File: src/rtl/sc_ctl_pkg.sv
// Package: shared field widths, opcode/function values and output codes
// for the single-cycle control decoder. Assumes 6-bit opcode/function fields.
package sc_ctl_pkg;
    localparam int OP_W  = 6;
    localparam int FN_W  = 6;
    localparam int DST_W = 2;
    localparam int ALU_W = 3;
    localparam int BC_W  = 3;

    // Primary opcodes
    localparam logic [OP_W-1:0] OPC_RTYPE = 6'h00;
    localparam logic [OP_W-1:0] OPC_BLTZ  = 6'h01;
    localparam logic [OP_W-1:0] OPC_J     = 6'h02;
    localparam logic [OP_W-1:0] OPC_JAL   = 6'h03;
    localparam logic [OP_W-1:0] OPC_BEQ   = 6'h04;
    localparam logic [OP_W-1:0] OPC_BNE   = 6'h05;
    localparam logic [OP_W-1:0] OPC_BLE   = 6'h06;
    localparam logic [OP_W-1:0] OPC_ADDI  = 6'h08;
    localparam logic [OP_W-1:0] OPC_LI    = 6'h0F;
    localparam logic [OP_W-1:0] OPC_LW    = 6'h23;
    localparam logic [OP_W-1:0] OPC_SW    = 6'h2B;

    // Function field values under opcode 0
    localparam logic [FN_W-1:0] FN_NOP = 6'h00;
    localparam logic [FN_W-1:0] FN_JR  = 6'h08;
    localparam logic [FN_W-1:0] FN_MUL = 6'h18;

    typedef enum logic [DST_W-1:0] {
        DST_RT   = 2'd0,
        DST_RD   = 2'd1,
        DST_LINK = 2'd2
    } dst_sel_e;

    typedef enum logic [ALU_W-1:0] {
        ALU_ADD = 3'd0,
        ALU_SUB = 3'd1,
        ALU_FN  = 3'd2,
        ALU_MUL = 3'd3
    } alu_class_e;

    typedef enum logic [BC_W-1:0] {
        BC_NONE = 3'd0,
        BC_EQ   = 3'd1,
        BC_NE   = 3'd2,
        BC_LE   = 3'd3,
        BC_LTZ  = 3'd4
    } br_cond_e;

    // One flag per recognised opcode; all low for an unknown opcode
    typedef struct packed {
        logic rtype;
        logic lw;
        logic sw;
        logic beq;
        logic bne;
        logic ble;
        logic bltz;
        logic addi;
        logic li;
        logic j;
        logic jal;
    } op_hit_t;
endpackage

File: src/rtl/sc_op_class.sv
// Module: classifies the primary opcode into one flag per supported
// instruction kind. Assumes nothing about the function field.
module sc_op_class
    import sc_ctl_pkg::*;
(
    input  logic [OP_W-1:0] i_opcode,
    output op_hit_t         o_hit
);
    // Opcode lookup: at most one flag set, none for unknown opcodes
    always_comb begin
        o_hit = '0;
        unique case (i_opcode)
            OPC_RTYPE: o_hit.rtype = 1'b1;
            OPC_LW:    o_hit.lw    = 1'b1;
            OPC_SW:    o_hit.sw    = 1'b1;
            OPC_BEQ:   o_hit.beq   = 1'b1;
            OPC_BNE:   o_hit.bne   = 1'b1;
            OPC_BLE:   o_hit.ble   = 1'b1;
            OPC_BLTZ:  o_hit.bltz  = 1'b1;
            OPC_ADDI:  o_hit.addi  = 1'b1;
            OPC_LI:    o_hit.li    = 1'b1;
            OPC_J:     o_hit.j     = 1'b1;
            OPC_JAL:   o_hit.jal   = 1'b1;
            default:   o_hit       = '0;
        endcase
    end
endmodule

File: src/rtl/sc_funct_class.sv
// Module: splits register-register instructions by function field into
// jump-register, multiply and generic arithmetic. Function 0 is the
// no-operation and raises none of the flags. Only meaningful when the
// opcode is 0; the enable input gates all flags.
module sc_funct_class
    import sc_ctl_pkg::*;
(
    input  logic            i_en,
    input  logic [FN_W-1:0] i_funct,
    output logic            o_jr,
    output logic            o_mul,
    output logic            o_gen
);
    // Function lookup, gated by the register-register opcode
    always_comb begin
        o_jr  = 1'b0;
        o_mul = 1'b0;
        o_gen = 1'b0;
        if (i_en) begin
            unique case (i_funct)
                FN_NOP:  ;
                FN_JR:   o_jr  = 1'b1;
                FN_MUL:  o_mul = 1'b1;
                default: o_gen = 1'b1;
            endcase
        end
    end
endmodule

File: src/rtl/sc_branch_sel.sv
// Module: turns the branch opcode flags into a branch enable and a
// condition code for the comparator outside this block.
module sc_branch_sel
    import sc_ctl_pkg::*;
(
    input  op_hit_t         i_hit,
    output logic            o_branch,
    output logic [BC_W-1:0] o_cond
);
    // Condition code per branch kind; none when not a branch
    always_comb begin
        o_cond = BC_NONE;
        if (i_hit.beq)  o_cond = BC_EQ;
        if (i_hit.bne)  o_cond = BC_NE;
        if (i_hit.ble)  o_cond = BC_LE;
        if (i_hit.bltz) o_cond = BC_LTZ;
    end

    // Branch enable from the same flags
    always_comb o_branch = i_hit.beq | i_hit.bne | i_hit.ble | i_hit.bltz;
endmodule

File: src/rtl/sc_ctl_decoder.sv
// Module: main control decoder of a single-cycle core. Purely
// combinational: opcode and function field in, full control vector out.
// Assumes the comparator, register file, memories and PC logic are outside.
module sc_ctl_decoder
    import sc_ctl_pkg::*;
(
    input  logic [OP_W-1:0]  i_opcode,
    input  logic [FN_W-1:0]  i_funct,
    output logic             o_reg_wr,
    output logic [DST_W-1:0] o_dst_sel,
    output logic [ALU_W-1:0] o_alu_class,
    output logic             o_alu_src_imm,
    output logic             o_mem_rd,
    output logic             o_mem_wr,
    output logic             o_mem_to_reg,
    output logic             o_branch,
    output logic [BC_W-1:0]  o_br_cond,
    output logic             o_jump,
    output logic             o_link,
    output logic             o_jump_reg
);
    op_hit_t hit;
    logic    fn_jr, fn_mul, fn_gen;
    logic    rr_write, imm_write, mem_op;

    sc_op_class u_op (
        .i_opcode (i_opcode),
        .o_hit    (hit)
    );

    sc_funct_class u_fn (
        .i_en    (hit.rtype),
        .i_funct (i_funct),
        .o_jr    (fn_jr),
        .o_mul   (fn_mul),
        .o_gen   (fn_gen)
    );

    sc_branch_sel u_br (
        .i_hit    (hit),
        .o_branch (o_branch),
        .o_cond   (o_br_cond)
    );

    // Group terms shared by several outputs
    always_comb begin
        rr_write  = fn_mul | fn_gen;
        imm_write = hit.addi | hit.li;
        mem_op    = hit.lw | hit.sw;
    end

    // Register-file write enable and destination select
    always_comb begin
        o_reg_wr  = rr_write | imm_write | hit.lw | hit.jal;
        o_dst_sel = DST_RT;
        if (rr_write) o_dst_sel = DST_RD;
        if (hit.jal)  o_dst_sel = DST_LINK;
    end

    // ALU class and operand source
    always_comb begin
        o_alu_class = ALU_ADD;
        if (o_branch) o_alu_class = ALU_SUB;
        if (fn_gen)   o_alu_class = ALU_FN;
        if (fn_mul)   o_alu_class = ALU_MUL;
        o_alu_src_imm = mem_op | imm_write;
    end

    // Memory strobes and load-result select
    always_comb begin
        o_mem_rd     = hit.lw;
        o_mem_wr     = hit.sw;
        o_mem_to_reg = hit.lw;
    end

    // Program-counter redirect flags
    always_comb begin
        o_jump     = hit.j | hit.jal;
        o_link     = hit.jal;
        o_jump_reg = fn_jr;
    end
endmodule

File: config.mk
export PLATFORM = sky130hd
export DESIGN_NAME = sc_ctl_decoder
export DESIGN_NICKNAME = d
export VERILOG_FILES = /design/src/rtl/sc_ctl_pkg.sv /design/src/rtl/sc_op_class.sv /design/src/rtl/sc_funct_class.sv /design/src/rtl/sc_branch_sel.sv /design/src/rtl/sc_ctl_decoder.sv
export SDC_FILE = /design/constraint.sdc
export NUM_CORES = 1
export LEC_CHECK = 0
export BUFFER_PORTS_ARGS = -buffer_cell sky130_fd_sc_hd__buf_2
export CORE_AREA = 8 8 45 47
export DETAILED_ROUTE_END_ITERATION = 8
export DIE_AREA = 0 0 53 55
export PLACE_DENSITY_LB_ADDON = 0.08
export SLEW_MARGIN = 5
export SYNTH_ARGS = -nofsm -noshare
export SYNTH_HDL_FRONTEND = slang
export SYNTH_SLANG_ARGS = --single-unit
File: constraint.sdc
create_clock -name vclk -period 1.5
set_input_delay 0.15 -clock vclk [all_inputs]
set_output_delay 0.15 -clock vclk [all_outputs]
set_load 0.1 [all_outputs]
==> flow_metrics.py <==
metrics = {
    "logic_synthesis": {
        "synth_fa_ha_area_frac": 0,
        "ys_warn_count": 0,
        "synth.largest_area_cell": "a2111oi_4",
        "avgSynthCellArea_um2": 6.882,
        "synthSimpleGateAreaFrac": 0.4935,
        "synth_nets": 54,
        "ys_top_cells_by_count": "nor2_1, buf_4, inv_1, nor3_1",
        "synth_area_leaders": "a2111oi_4, buf_4, nor2_1",
        "synth_top_area_share": 0.09524,
        "synth_xor_xnor_area_share": 0.03030,
        "syn_inst": 42,
        "synth-seq-area-share": 0,
        "synth_top_family_by_area": "simple AND/OR/NAND/NOR gates",
        "synth_area_um2": 289.0,
        "muxShareOfSynthArea": 0.03463,
        "post-synth-top-count-cell": "nor2_1",
        "synth_compound_area_frac": 0.2468,
        "post_synth_num_cell_types": 27,
    },
    "detailed_routing": {
        "route.met2.wl_um": 577,
        "routedWlPerCell_um": 12.19,
        "wirelength_um": 1109,
        "drc_errors": 0,
        "top_layer": "met3",
        "wl_met1_um": 417,
        "vias": 421,
        "drt_first_iter_violations": 2,
        "final_antenna_net_count": 0,
        "viasPerCell": 4.626,
        "drtPass1Iterations": 3,
        "route.met3.wl_um": 114,
    },
    "pwr": {
        "peakVddDrop_mv": 0.1219,
        "p_leak_nw": 0.3392,
        "power.density_nw_per_um2": 239.6,
    },
    "floorplan": {
        "die_area_um2": 2915,
        "rows": 14,
        "fp.coreArea_um2": 1384,
        "die_height_um": 55,
        "start_util": 0.2089,
        "chipWidth_um": 53,
        "boundaryPins": 29,
    },
    "status": {
        "status": "finished, violations left",
        "violations": "setup timing",
    },
    "global_routing": {
        "grt_pass1_vias": 422,
        "overflow": 0,
        "grt_pass1_wl_um": 1745,
        "antenna_found_initial": 0,
        "grt_max_degree": 8,
        "grtUsageTotal": 0.07365,
    },
    "critical_path": {
        "critPathMaxStageDelay_ns": 0.60,
        "cp_slowest_cell": "or4_4",
        "cp_top_family": "simple AND/OR/NAND/NOR gates",
        "path_class": "input pin to output pin",
        "end_kind": "output pin",
        "cp_data_arrival_time_ns": 1.46,
        "path_cells": "buf_6 -> or4_4 -> a2111oi_4 -> a221o_4 -> buf_12",
        "crit_path_max_fanout": 5,
        "cp.depth": 5,
        "critical_path_buf_inv_count": 2,
        "endpoint": "o_reg_wr",
        "critPathLaunch": "i_opcode[4]",
        "cp.required_ns": 1.35,
        "startpoint_type": "input pin",
    },
    "sta": {
        "fmax_ghz": 0.6224,
        "setup_viol": 3,
        "finalMaxSlewViolations": 0,
        "min_period_over_period": 1.071,
        "hold_violations": 0,
        "whs_ns": 0.6901,
        "rsz0062_at_grt": "true",
        "tns_ns": -0.2543,
        "post-route-min-period_ns": 1.607,
        "fin_ws_ns": -0.1068,
    },
    "finish": {
        "seq_area_um2": 0,
        "syn_to_final_growth_pct": 197.8,
        "seq_cell_count": 0,
        "clkbuf_count": 0,
        "diodes": 0,
        "fin_nets": 89,
        "drive_gt1_frac": 0.7733,
    },
    "placement": {
        "numPortBuffers": 28,
        "place.gp.congestion": 0.6920,
        "pre_cts_slack_ns": -0.1306,
        "dp_hpwl_um": 1037,
    },
    "clock_network": {
        "cts_hold_buffers": 0,
        "cts_setup_buffers": 0,
    },
    "min_path": {
        "hp-class": "input pin to output pin",
    },
    "flow_run": {
        "maxCapViolations": 0,
    },
}
-- placed cells by master (no fill, tap or decap), drive strengths merged --
master   synthesis  routed
buf              5      39
nor2             5       5
inv              3       3
nor3             3       3
or4              2       2
nor3b            2       2
nand2            2       2
nand4            2       2
a21oi            2       2
a2111oi          2       2
o21bai           2       2
nor4             2       2
or3              1       1
xor2             1       1
mux2i            1       1
nand2b           1       1
and3b            1       1
nor2b            1       1
and4             1       1
a221o            1       1
conb             1       1
-- per-stage QoR --
stage	total power, mW	cells	util	instance area [um^2]
floorplan	0.1351	42	-	447.9
finish	0.2063	91	0.6221	860.8
global placement	0.2030	91	0.6103	844.6
CTS	0.2067	91	0.6148	850.8
detailed placement	0.2047	91	0.6103	844.6
global route	0.2179	91	0.6221	860.8
-- what timing repair did --
item | CTS | global route
gates resized for setup | 1 | 2
pin swaps | 1 | 0
setup endpoints to repair | 5 | 9
-- report_power, final --
group | switching (mW) | internal (mW) | leakage (nW)
Clock | 0 | 0 | 0
Sequential | 0 | 0 | 0
Combinational | 0.128 | 0.0779 | 0.339
Total | 0.128 | 0.0779 | 0.339
-- worst min path at each step --
stage | start | to | slack, ns | depth (start not counted)
after global placement | i_opcode[0] | o_dst_sel[0] | 0.68 | 3
after floorplan | i_opcode[4] | o_alu_src_imm | 0.39 | 1
after global routing | i_opcode[4] | o_alu_src_imm | 0.70 | 4
after CTS | i_opcode[4] | o_alu_src_imm | 0.69 | 4
final | i_opcode[4] | o_alu_src_imm | 0.69 | 4
after detailed placement | i_opcode[0] | o_dst_sel[0] | 0.67 | 3
-- worst min-delay path, delay by kind of cell --
kind	cells	cell delay [ns]
buffers and inverters	3	0.34
AOI/OAI and AO/OA	1	0.04
-- area by class of cell --
type	count	area, um^2
fillers	120	523.0
repair buffers	39	469.2
multi-input cells	33	360.3
well taps	16	20.02
inverters	3	11.26
-- per-layer routing --
| layer | vias to the layer above | track usage |
|---|---|---|
| met3 | 0 | 0.01337 |
| met5 | - | 0 |
| met2 | 18 | 0.1563 |
| met4 | 0 | 0 |
| met1 | 185 | 0.07564 |
| li1 | 218 | - |
-- logic make-up after synthesis --
group                     count (synthesis)
and+or+nand+nor                          23
buffers and inverters                     9
xor gates and xnor gates                  1
AOI/OAI and AO/OA                         7
other                                     1
muxes                                     1
Power figures use the tool's default switching activity.
